File: config.mk
export PLATFORM = sky130hd
export DESIGN_NAME = tss_engine
export DESIGN_NICKNAME = d
export VERILOG_FILES = /design/src/rtl/tss_pkg.sv /design/src/rtl/tss_table.sv /design/src/rtl/tss_rewrite.sv /design/src/rtl/tss_ctrl.sv /design/src/rtl/tss_engine.sv
export SDC_FILE = /design/constraint.sdc
export NUM_CORES = 1
export LEC_CHECK = 0
export BUFFER_PORTS_ARGS = -buffer_cell sky130_fd_sc_hd__buf_2
export CELL_PAD_IN_SITES_DETAIL_PLACEMENT = 0
export CELL_PAD_IN_SITES_GLOBAL_PLACEMENT = 1
export CORE_ASPECT_RATIO = 1.4
export CORE_MARGIN = 4
export CORE_UTILIZATION = 35
export DETAILED_ROUTE_END_ITERATION = 10
export GPL_TIMING_DRIVEN = 0
export MAX_ROUTING_LAYER = met4
export PLACE_DENSITY_LB_ADDON = 0.1
export SYNTH_ARGS = -nofsm -noshare
export SYNTH_HDL_FRONTEND = slang
export SYNTH_SLANG_ARGS = --single-unit
File: constraint.sdc
create_clock -name clk_i -period 5.35 [get_ports clk_i]
set_clock_uncertainty 0.2 [all_clocks]
set_input_delay 0.535 -clock clk_i [delete_from_list [all_inputs] [get_ports clk_i]]
set_output_delay 0.535 -clock clk_i [all_outputs]
set_load 0.02 [all_outputs]
File: src/rtl/tss_pkg.sv
package tss_pkg;

  typedef enum logic [2:0] {
    OP_NONE = 3'd0,
    OP_ADD1 = 3'd1,
    OP_ADD2 = 3'd2,
    OP_X01  = 3'd3,
    OP_X02  = 3'd4,
    OP_X12  = 3'd5
  } op_e;

  function automatic logic [1:0] op_apply(op_e op, logic [1:0] v);
    logic [1:0] r;
    r = v;
    case (op)
      OP_ADD1: r = (v == 2'd0) ? 2'd1 : (v == 2'd1) ? 2'd2 : (v == 2'd2) ? 2'd0 : v;
      OP_ADD2: r = (v == 2'd0) ? 2'd2 : (v == 2'd1) ? 2'd0 : (v == 2'd2) ? 2'd1 : v;
      OP_X01:  r = (v == 2'd0) ? 2'd1 : (v == 2'd1) ? 2'd0 : v;
      OP_X02:  r = (v == 2'd0) ? 2'd2 : (v == 2'd2) ? 2'd0 : v;
      OP_X12:  r = (v == 2'd1) ? 2'd2 : (v == 2'd2) ? 2'd1 : v;
      default: r = v;
    endcase
    return r;
  endfunction

  function automatic op_e op_pick(logic [1:0] cur, logic [1:0] want);
    op_e r;
    case ({cur, want})
      4'b01_00: r = OP_X01;
      4'b10_00: r = OP_X02;
      4'b00_01: r = OP_ADD1;
      4'b10_01: r = OP_X12;
      4'b00_10: r = OP_ADD2;
      4'b01_10: r = OP_X12;
      default:  r = OP_NONE;
    endcase
    return r;
  endfunction

endpackage

File: src/rtl/tss_table.sv
module tss_table #(
  parameter int unsigned M = 2,
  localparam int unsigned ROWS = 3 ** M,
  localparam int unsigned AW = $clog2(ROWS),
  localparam int unsigned TW = 2 * M
) (
  input  logic          clk_i,
  input  logic          we_i,
  input  logic [AW-1:0] waddr_i,
  input  logic [TW-1:0] wdata_i,
  input  logic [AW-1:0] raddr_i,
  output logic [TW-1:0] rdata_o
);

  logic [TW-1:0] mem_q [ROWS];

  always_ff @(posedge clk_i) begin
    if (we_i && (waddr_i < AW'(ROWS))) mem_q[waddr_i] <= wdata_i;
  end

  assign rdata_o = (raddr_i < AW'(ROWS)) ? mem_q[raddr_i] : '0;

endmodule

File: src/rtl/tss_rewrite.sv
module tss_rewrite import tss_pkg::*; #(
  parameter int unsigned M = 2,
  localparam int unsigned TW = 2 * M,
  localparam int unsigned WW = (M > 1) ? $clog2(M) : 1
) (
  input  logic [TW-1:0] row_i,
  input  logic [WW-1:0] tgt_i,
  input  op_e           op_i,
  input  logic [M-1:0]  c1_i,
  input  logic [M-1:0]  c2_i,
  output logic [TW-1:0] row_o
);

  logic [M-1:0] ok;
  logic         hit;

  assign hit = &ok;

  for (genvar k = 0; k < M; k++) begin : g_pos
    logic [1:0] v;
    assign v     = row_i[2*k +: 2];
    assign ok[k] = (!c1_i[k] || v == 2'd1) && (!c2_i[k] || v == 2'd2);
    assign row_o[2*k +: 2] = (hit && tgt_i == WW'(k)) ? op_apply(op_i, v) : v;
  end

endmodule

File: src/rtl/tss_ctrl.sv
module tss_ctrl import tss_pkg::*; #(
  parameter int unsigned M = 2,
  localparam int unsigned ROWS = 3 ** M,
  localparam int unsigned AW = $clog2(ROWS),
  localparam int unsigned TW = 2 * M,
  localparam int unsigned WW = (M > 1) ? $clog2(M) : 1
) (
  input  logic          clk_i,
  input  logic          rst_ni,
  input  logic          start_i,
  input  logic          ready_i,
  input  logic [TW-1:0] rd_row_i,
  output logic [AW-1:0] raddr_o,
  output logic          swp_we_o,
  output logic          valid_o,
  output logic [WW-1:0] wire_o,
  output op_e           rec_op_o,
  output op_e           tbl_op_o,
  output logic [M-1:0]  c1_o,
  output logic [M-1:0]  c2_o,
  output logic          busy_o,
  output logic          done_o,
  output logic          error_o
);

  typedef enum logic [2:0] {S_IDLE, S_SCAN, S_SWEEP, S_CHECK, S_DONE} st_e;

  function automatic logic [TW-1:0] idx_trits(logic [AW-1:0] v);
    logic [TW-1:0] t;
    int unsigned   r;
    r = 32'(v);
    for (int k = 0; k < M; k++) begin
      t[2*k +: 2] = 2'(r % 3);
      r = r / 3;
    end
    return t;
  endfunction

  st_e           st_q, adv_st;
  logic [AW-1:0] row_q, k_q, adv_row;
  logic [WW-1:0] pos_q, adv_pos;
  logic          vld_q, done_q, err_q;
  logic [TW-1:0] p_row, chk_row;
  logic [1:0]    cur, want;
  logic [M-1:0]  c1_n, c2_n;
  logic          last_pos, last_row, last_k, stall;

  assign p_row    = idx_trits(row_q);
  assign chk_row  = idx_trits(k_q);
  assign cur      = rd_row_i[2*int'(pos_q) +: 2];
  assign want     = p_row[2*int'(pos_q) +: 2];
  assign last_pos = (pos_q == WW'(M - 1));
  assign last_row = (row_q == AW'(ROWS - 1));
  assign last_k   = (k_q == AW'(ROWS - 1));
  assign stall    = vld_q & ~ready_i;

  always_comb begin
    for (int k = 0; k < M; k++) begin
      c1_n[k] = (k != int'(pos_q)) && (p_row[2*k +: 2] == 2'd1);
      c2_n[k] = (k != int'(pos_q)) && (p_row[2*k +: 2] == 2'd2);
    end
    adv_pos = last_pos ? '0 : pos_q + 1'b1;
    adv_row = (last_pos && !last_row) ? row_q + 1'b1 : row_q;
    adv_st  = (last_pos && last_row) ? S_CHECK : S_SCAN;
  end

  always_ff @(posedge clk_i or negedge rst_ni) begin
    if (!rst_ni) begin
      st_q     <= S_IDLE;
      row_q    <= '0;
      pos_q    <= '0;
      k_q      <= '0;
      vld_q    <= 1'b0;
      wire_o   <= '0;
      rec_op_o <= OP_NONE;
      tbl_op_o <= OP_NONE;
      c1_o     <= '0;
      c2_o     <= '0;
      done_q   <= 1'b0;
      err_q    <= 1'b0;
    end else begin
      case (st_q)
        S_IDLE, S_DONE: begin
          if (start_i) begin
            st_q   <= S_SCAN;
            row_q  <= '0;
            pos_q  <= '0;
            done_q <= 1'b0;
            err_q  <= 1'b0;
          end
        end
        S_SCAN: begin
          if (cur != want) begin
            wire_o <= pos_q;
            c1_o   <= c1_n;
            c2_o   <= c2_n;
            if (row_q == '0) begin
              // record names the shift found; table takes its inverse
              rec_op_o <= (cur == 2'd1) ? OP_ADD1 : OP_ADD2;
              tbl_op_o <= (cur == 2'd1) ? OP_ADD2 : OP_ADD1;
            end else begin
              rec_op_o <= op_pick(cur, want);
              tbl_op_o <= op_pick(cur, want);
            end
            vld_q <= 1'b1;
            k_q   <= '0;
            st_q  <= S_SWEEP;
          end else begin
            pos_q <= adv_pos;
            row_q <= adv_row;
            st_q  <= adv_st;
            k_q   <= '0;
          end
        end
        S_SWEEP: begin
          if (!stall) begin
            if (vld_q) vld_q <= 1'b0;
            if (last_k) begin
              pos_q <= adv_pos;
              row_q <= adv_row;
              st_q  <= adv_st;
              k_q   <= '0;
            end else begin
              k_q <= k_q + 1'b1;
            end
          end
        end
        S_CHECK: begin
          if (rd_row_i != chk_row) err_q <= 1'b1;
          if (last_k) begin
            st_q   <= S_DONE;
            done_q <= 1'b1;
          end else begin
            k_q <= k_q + 1'b1;
          end
        end
        default: st_q <= S_IDLE;
      endcase
    end
  end

  assign raddr_o  = (st_q == S_SCAN) ? row_q : k_q;
  assign swp_we_o = (st_q == S_SWEEP) && !stall;
  assign valid_o  = vld_q;
  assign busy_o   = (st_q != S_IDLE) && (st_q != S_DONE);
  assign done_o   = done_q;
  assign error_o  = done_q & err_q;

endmodule

File: src/rtl/tss_engine.sv
module tss_engine import tss_pkg::*; #(
  parameter int unsigned M = 2,
  localparam int unsigned ROWS = 3 ** M,
  localparam int unsigned AW = $clog2(ROWS),
  localparam int unsigned TW = 2 * M,
  localparam int unsigned WW = (M > 1) ? $clog2(M) : 1
) (
  input  logic          clk_i,
  input  logic          rst_ni,
  input  logic          load_en_i,
  input  logic [AW-1:0] load_row_i,
  input  logic [TW-1:0] load_val_i,
  input  logic          start_i,
  output logic          gate_valid_o,
  input  logic          gate_ready_i,
  output logic [WW-1:0] gate_wire_o,
  output logic [2:0]    gate_op_o,
  output logic [M-1:0]  gate_ctl1_o,
  output logic [M-1:0]  gate_ctl2_o,
  output logic          busy_o,
  output logic          done_o,
  output logic          error_o
);

  logic [AW-1:0] raddr, waddr;
  logic [TW-1:0] rd_row, new_row, wdata;
  logic          swp_we, we;
  op_e           rec_op, tbl_op;

  tss_ctrl #(.M(M)) i_ctrl (
    .clk_i    (clk_i),
    .rst_ni   (rst_ni),
    .start_i  (start_i),
    .ready_i  (gate_ready_i),
    .rd_row_i (rd_row),
    .raddr_o  (raddr),
    .swp_we_o (swp_we),
    .valid_o  (gate_valid_o),
    .wire_o   (gate_wire_o),
    .rec_op_o (rec_op),
    .tbl_op_o (tbl_op),
    .c1_o     (gate_ctl1_o),
    .c2_o     (gate_ctl2_o),
    .busy_o   (busy_o),
    .done_o   (done_o),
    .error_o  (error_o)
  );

  tss_rewrite #(.M(M)) i_rewrite (
    .row_i (rd_row),
    .tgt_i (gate_wire_o),
    .op_i  (tbl_op),
    .c1_i  (gate_ctl1_o),
    .c2_i  (gate_ctl2_o),
    .row_o (new_row)
  );

  // sweep owns the write port while busy; loads only when idle
  assign we    = swp_we | (load_en_i & ~busy_o);
  assign waddr = swp_we ? raddr : load_row_i;
  assign wdata = swp_we ? new_row : load_val_i;

  tss_table #(.M(M)) i_table (
    .clk_i   (clk_i),
    .we_i    (we),
    .waddr_i (waddr),
    .wdata_i (wdata),
    .raddr_i (raddr),
    .rdata_o (rd_row)
  );

  assign gate_op_o = rec_op;

endmodule

=== Yosys cells after proc, flatten, opt, wreduce, memory -nomap -nowiden ===
Memory sizes are Yosys's and may differ from the RTL's.
Cells that the tools add are included.

* Memories kept: 1
* Bits of input ports: 13
* RAM bits: 36
* Logic and storage cells: 178
* Output and inout bits: 12
* Register bits: 26

{| class="wikitable"
|+ Memories
! name !! depth !! bits a word !! read ports !! clocked after memory_dff !! write ports !! RTL line !! text
|-
| i_table.mem_q || 9 || 4 || 1 || 0 || 1 || tss_table.sv:15 || <nowiki>logic [TW-1:0] mem_q [ROWS];</nowiki>
|}

* Muxes and demuxes: 65
* Reductions and logical operators: 42
* Divide/modulo/power cells: 6
* Bitwise operators: 8
* Shift-type cells: 2
* Add/sub/neg operators: 3
* $lt $le $gt $ge: 2
* Equal/unequal tests: 37

{| class="wikitable"
|+ Operator list
! operator !! count
|-
| 4-bit by 2-bit divider with 32-bit output (second input constant) || 2
|-
| 32-bit by 2-bit remainder unit with 32-bit output (second input constant) || 2
|-
| 4-bit by 2-bit remainder unit with 32-bit output (second input constant) || 2
|-
| 2-bit 2-to-1 mux || 25
|-
| 4-bit 2-to-1 mux || 12
|-
| 4-bit case mux with 3 select lines || 2
|-
| 3-bit 2-to-1 mux || 7
|-
| 2-bit case mux with 5 select lines || 2
|-
| 4-bit equality test (second input constant) || 4
|-
| 3-bit case mux with 5 select lines || 1
|-
| 1-bit logical AND || 13
|-
| 3-bit by 2-bit equality test with 1-bit output (second input constant) || 4
|-
| 3-bit case mux with 4 select lines || 1
|-
| 3-bit AND reduction || 4
|-
| 1-bit 2-to-1 mux || 11
|-
| 2-bit by 1-bit equality test with 1-bit output (second input constant) || 5
|-
| 3-bit equality test (second input constant) || 3
|-
| 3-bit nonzero test || 3
|-
| 4-bit by 1-bit adder with 4-bit output (second input constant) || 2
|-
| 2-bit equality test (second input constant) || 4
|-
| 4-bit by 3-bit equality test with 1-bit output (second input constant) || 2
|-
| 4-bit less-than comparator (second input constant) || 2
|-
| 2-bit by 1-bit inequality test with 1-bit output (second input constant) || 4
|-
| 2-bit inequality test (second input constant) || 4
|-
| 23 further kinds || 44
|}

=== Longest topological paths before layout ===
* Word-level depth: 11
* Gate-level depth with buffers: 21
* Depth with buffers taken out: 19

=== By module ===
A second synthesis with hierarchy kept.

* Cells, all modules: 440
* Area, all modules: 4400.5 um^2

{| class="wikitable"
|+ By module, submodules not included
! module !! seq. area each (um^2) !! times used !! area an instance (um^2) !! cells each
|-
| tss_ctrl || 625.6 || 1 || 2354.8 || 284
|-
| tss_table || 1081.0 || 1 || 1507.7 || 88
|-
| tss_rewrite || 0.0 || 1 || 394.1 || 57
|-
| tss_engine || 0.0 || 1 || 143.9 || 11
|}

=== Worst setup path after synthesis ===
No wires, ideal clock.

* Path type: reg-to-reg
* Start: register i_ctrl.row_q[2]
* End: register i_ctrl.pos_q, in the netlist i_ctrl.last_pos
* Data arrival time: 4.314 ns
* Setup time: 0.125 ns
* Path buffers: 2
* Period minus slack after synthesis: 4.638 ns
* Path slack: 0.712 ns
* Stages on the path, launching flop included: 19
* Required time: 5.025 ns
* Path through: dfrtp_1 -> clkbuf_1 -> clkbuf_1 -> ha_1 -> o21ai_0 -> ha_1 -> or3b_2 -> a211oi_1 -> nand2_2 -> ha_1 -> or2_2 -> o32ai_1 -> o21ai_0 -> o311a_1 -> and3_1 -> a211oi_1 -> o21ai_2 -> nand2_1 -> mux2_2

* Cells in the longest elaborated chain, start to end: 7
* Elaborated cells between the ends (all ways): 12
* Those cells by class: div: 3; order compare: 1; eq/ne: 2; shift: 2; mux: 2; reduce/logical: 1; memory: 1

{| class="wikitable"
|+ RTL lines
! item !! RTL line !! text
|-
| start, declared || tss_ctrl.sv:40 || <nowiki>logic [AW-1:0] row_q, k_q, adv_row;</nowiki>
|-
| start signal, assigned || tss_ctrl.sv:110 || <nowiki>row_q <= adv_row;</nowiki>
|-
| start signal, assigned || tss_ctrl.sv:120 || <nowiki>row_q <= adv_row;</nowiki>
|-
| parallel branches: the longest is 4 deep, another holds 4-bit by 2-bit divider with 32-bit output || n/a ||
|-
| 2-bit inequality test * || tss_ctrl.sv:93 || <nowiki>if (cur != want) begin</nowiki>
|-
| 2-bit inequality test (no source line) * || n/a ||
|-
| 5-bit AND reduction (no source line) * || n/a ||
|-
| end signal, assigned || tss_ctrl.sv:109 || <nowiki>pos_q <= adv_pos;</nowiki>
|-
| end signal, assigned || tss_ctrl.sv:119 || <nowiki>pos_q <= adv_pos;</nowiki>
|-
| end, declared || tss_ctrl.sv:41 || <nowiki>logic [WW-1:0] pos_q, adv_pos;</nowiki>
|}

Mark *: on every way between the ends.
A chain may end at the register's enable or synchronous reset.

=== Worst setup path in the final report ===
Same ends and word-level chain as after synthesis.

==> flow_metrics.py <==
metrics = {
    "pwr": {
        "p_clk_frac": 0.188,
        "combPwrFrac": 0.595,
        "power-per-cell-area_nw_per_um2": 776,
        "seqPwrFrac": 0.218,
        "p_leak_nw": 2.01,
        "p_int_mw": 2.15,
        "ir_drop_uv": 239,
        "power_switching_mw": 1.75,
        "p_sw_frac": 0.449,
        "power_mw": 3.90,
    },
    "synth": {
        "yosys-top-cells-count": "48 x nand2_1, 36 x edfxtp_1, 34 x nor2_1",
        "synthMostInstantiatedCell": "nand2_1",
        "syn_nets": 467,
        "avgSynthCellArea_sq_um": 9.89,
        "ys_async_sr_fraction": 0.410,
        "synth_cell_types": 66,
        "synth-edff-count": 36,
        "netlist_instances": 432,
        "synth_top_area_share": 0.253,
        "ys_ff_latch": 61,
        "synth_warnings": 0,
        "yosysTopAreaCell": "edfxtp_1",
        "synth_area_leaders": "edfxtp_1 25%, dfrtp_1 15%, ha_1 6.4%, mux4_2 6.3%, nand2_1 4.2%",
        "synthesis.area_sq_um": 4270,
        "ys_seq_area_frac": 0.399,
        "ys.flop_type": "edfxtp_1",
    },
    "floorplan": {
        "die_h_um": 139,
        "die_area_sq_um": 14100,
        "die_width_um": 101,
        "core_sq_um": 11900,
        "rows": 47,
        "start_util": 0.360,
        "io_pins": 25,
    },
    "drt": {
        "first_pass_iters": 4,
        "drc": 0,
        "ant_nets": 0,
        "avgRoutedWirePerCell_um": 19.8,
        "vias_per_cell": 5.50,
        "vias": 3434,
        "wl_um": 12300,
        "drt_iter0_drc": 147,
    },
    "global_route": {
        "grt_usage": 0.189,
        "grt_first_pass_wirelength_um": 19700,
        "gr-total-overflow": 0,
        "grt_max_degree": 26,
        "grt_pass1_vias": 3529,
        "antenna_found_initial": 0,
    },
    "sta": {
        "hold_viol_final": 0,
        "rsz0062_at_grt": "false",
        "fin_tns_setup_ns": 0,
        "setup_viol": 0,
        "slew_violations": 0,
        "min_period_ns": 5.00,
        "worst_slew_pin_slew_ns": 0.781,
        "clock.fmax_mhz": 200,
        "maxSlewHeadroom": 0.466,
        "fin_crit_sh": 0.935,
    },
    "placement": {
        "place.gp.congestion": 0.834,
        "io_buffers": 24,
        "hpwl_um": 9560,
        "dp_cells": 603,
    },
    "setup_path": {
        "r2r_slack_ns": 0.35,
        "reg2regPathDepth": 18,
        "path_max_fanout": 10,
        "required_ns": 5.37,
        "cpMostUsedCell": "ha_1",
        "cpPeakStageDelay_ns": 0.49,
        "rr_endpoint": "i_ctrl.last_pos",
        "cp_data_arrival_time_ns": 5.02,
        "critPathLaunchType": "flop",
        "worstPathCellList": "buf_2 -> clkbuf_1 -> ha_1 -> o21ai_0 -> ha_1 -> or3b_2 -> a211oi_2 -> nand2_2 -> ha_1 -> or2_2 -> o32ai_1 -> o21ai_0 -> o311a_1 -> and3_1 -> a211oi_1 -> o21ai_2 -> nand2_1 -> mux2_2",
        "cp_slowest_cell": "or3b_2",
        "cp-end-kind": "flop",
        "r2r_start": "i_ctrl.row_q[2]",
        "worstSetupPathType": "reg -> reg",
    },
    "cts": {
        "cts_sinks": 61,
        "cts-htree-levels": 3,
        "cts_tree": "built",
        "cts_made_buffers": 9,
        "clockRootBuffer": "clkbuf_16",
        "insertion_delay_ns": 0.33,
        "cts_buffer_depth": 2,
        "path_clk_slew_ns": 0.06,
    },
    "flow_run": {
        "cap_violations": 0,
    },
    "worst_hold_path": {
        "worstHoldPathType": "in -> async",
    },
    "final_layout": {
        "num_antenna_cells": 0,
        "instances_no_fill": 624,
        "drive_above_1_share": 0.199,
        "fin_nets": 507,
        "nFillCells": 1183,
        "syn2layout_area_growth_pct": 17.5,
        "fin_util": 0.422,
    },
    "outcome": {
        "outcome": "finished clean",
    },
}
critical path: cells and delay by family (launching register included):
| family | cells | cell delay, ns |
|---|---|---|
| AND/OR/NAND/NOR | 5 | 1.28 |
| buffers and inverters | 2 | 0.33 |
| multiplexers | 1 | 0.36 |
| adder cells (fa/ha/maj) | 3 | 0.87 |
| AO/OA/AOI/OAI | 7 | 1.41 |
| flip-flops | 1 | 0.44 |
metrics by stage:
stage               cell area (sq um)  worst slack (ns)  hold WS, ns
finish                           5020             0.348       0.0124
floorplan                        4270             0.712       0.0394
global placement                 4580            -0.383        0.284
global route                     5020            0.0616       0.0644
detailed placement               4580            -0.423        0.286
CTS                              4960            0.0486       0.0317
layout by cell type (no fill, tap or decap), types with 6 or more instances in the layout:
cell type  count
mux2i_1        6
nand2b_1       8
buf_2         32
buf_4          6
o21ai_0       24
a21oi_1       14
dfrtp_1       24
inv_1         30
nor2b_1        6
ha_1          22
nand2_1       48
nor3_1         7
nand3_1       14
xnor2_1        8
clkbuf_1       9
nor2_1        34
edfxtp_1      36
mux4_2        12
and2_1         6
clkbuf_16      9
area by class of cell:
class | count | area (sq um) | area share
clock buffer | 9 | 225 | 0.0449
sequential | 61 | 1710 | 0.340
timing repair buffer | 29 | 158 | 0.0314
clock inverter | 7 | 146 | 0.0292
buffer | 22 | 126 | 0.0252
multi-input combinational | 318 | 2350 | 0.469
inverter | 31 | 116 | 0.0232
tap | 147 | 184 | 0.0366
logic make-up (layout without fill, tap and decap cells):
| kind of cell | Yosys count | count (layout) | share of synthesized area |
|---|---|---|---|
| buffers and inverters | 53 | 98 | 0.0551 |
| flip-flops | 61 | 61 | 0.399 |
| XOR/XNOR | 14 | 14 | 0.0305 |
| multiplexers | 23 | 23 | 0.0922 |
| adder cells (fa/ha/maj) | 22 | 22 | 0.0644 |
| AO/OA/AOI/OAI | 116 | 116 | 0.198 |
| AND/OR/NAND/NOR | 143 | 143 | 0.160 |
power groups by stage:
stage	clock [mW]	sequential, mW	combinational, mW
2_1_floorplan	0	0.848	1.67
3_3_place_gp	0	0.860	2.26
3_5_place_dp	0	0.863	2.27
4_1_cts	0.746	0.857	2.30
5_1_grt	0.767	0.868	2.58
6_report	0.730	0.849	2.32
state kept, by name (all words and copies together), names as in the netlist:
signal / cells
i_ctrl.c1_o: 2
i_ctrl.last_pos: 1
i_ctrl.st_q: 3
i_table.mem_q: 36
i_ctrl.k_q: 4
i_ctrl.wire_o: 1
i_ctrl.c2_o: 2
i_ctrl.done_o: 1
i_ctrl.row_q: 4
i_ctrl.err_q: 1
i_ctrl.valid_o: 1
i_ctrl.rec_op_o: 3
i_ctrl.tbl_op_o: 2
repair_timing:
| action | 4_1_cts | 5_1_grt |
|---|---|---|
| endpoints found under the setup margin | 27 | 36 |
| setup buffers | 0 | 5 |
| pin swaps | 0 | 2 |
| gates resized for setup | 5 | 9 |
| hold buffers | 0 | 0 |
per-layer routing:
| layer | global-route usage | wire (um) | up-vias |
|---|---|---|---|
| met2 | 0.330 | 6780 | 56 |
| met1 | 0.214 | 5020 | 1674 |
| met4 | 0.0623 | 235 | 0 |
| met5 | - | 0 | - |
| met3 | 0.0322 | 309 | 19 |
| li1 | - | - | 1685 |
worst max-delay path by stage:
stage                     endpoint             from
3_3_place_gp       i_ctrl.last_pos  i_ctrl.row_q[0]
3_5_place_dp       i_ctrl.last_pos  i_ctrl.row_q[0]
6_report           i_ctrl.last_pos  i_ctrl.row_q[2]
5_1_grt        i_table.mem_q[8][0]    i_ctrl.k_q[0]
4_1_cts            i_ctrl.last_pos  i_ctrl.row_q[2]
2_1_floorplan      i_ctrl.last_pos  i_ctrl.row_q[2]
Note: power is estimated with default switching activity, not from simulation.
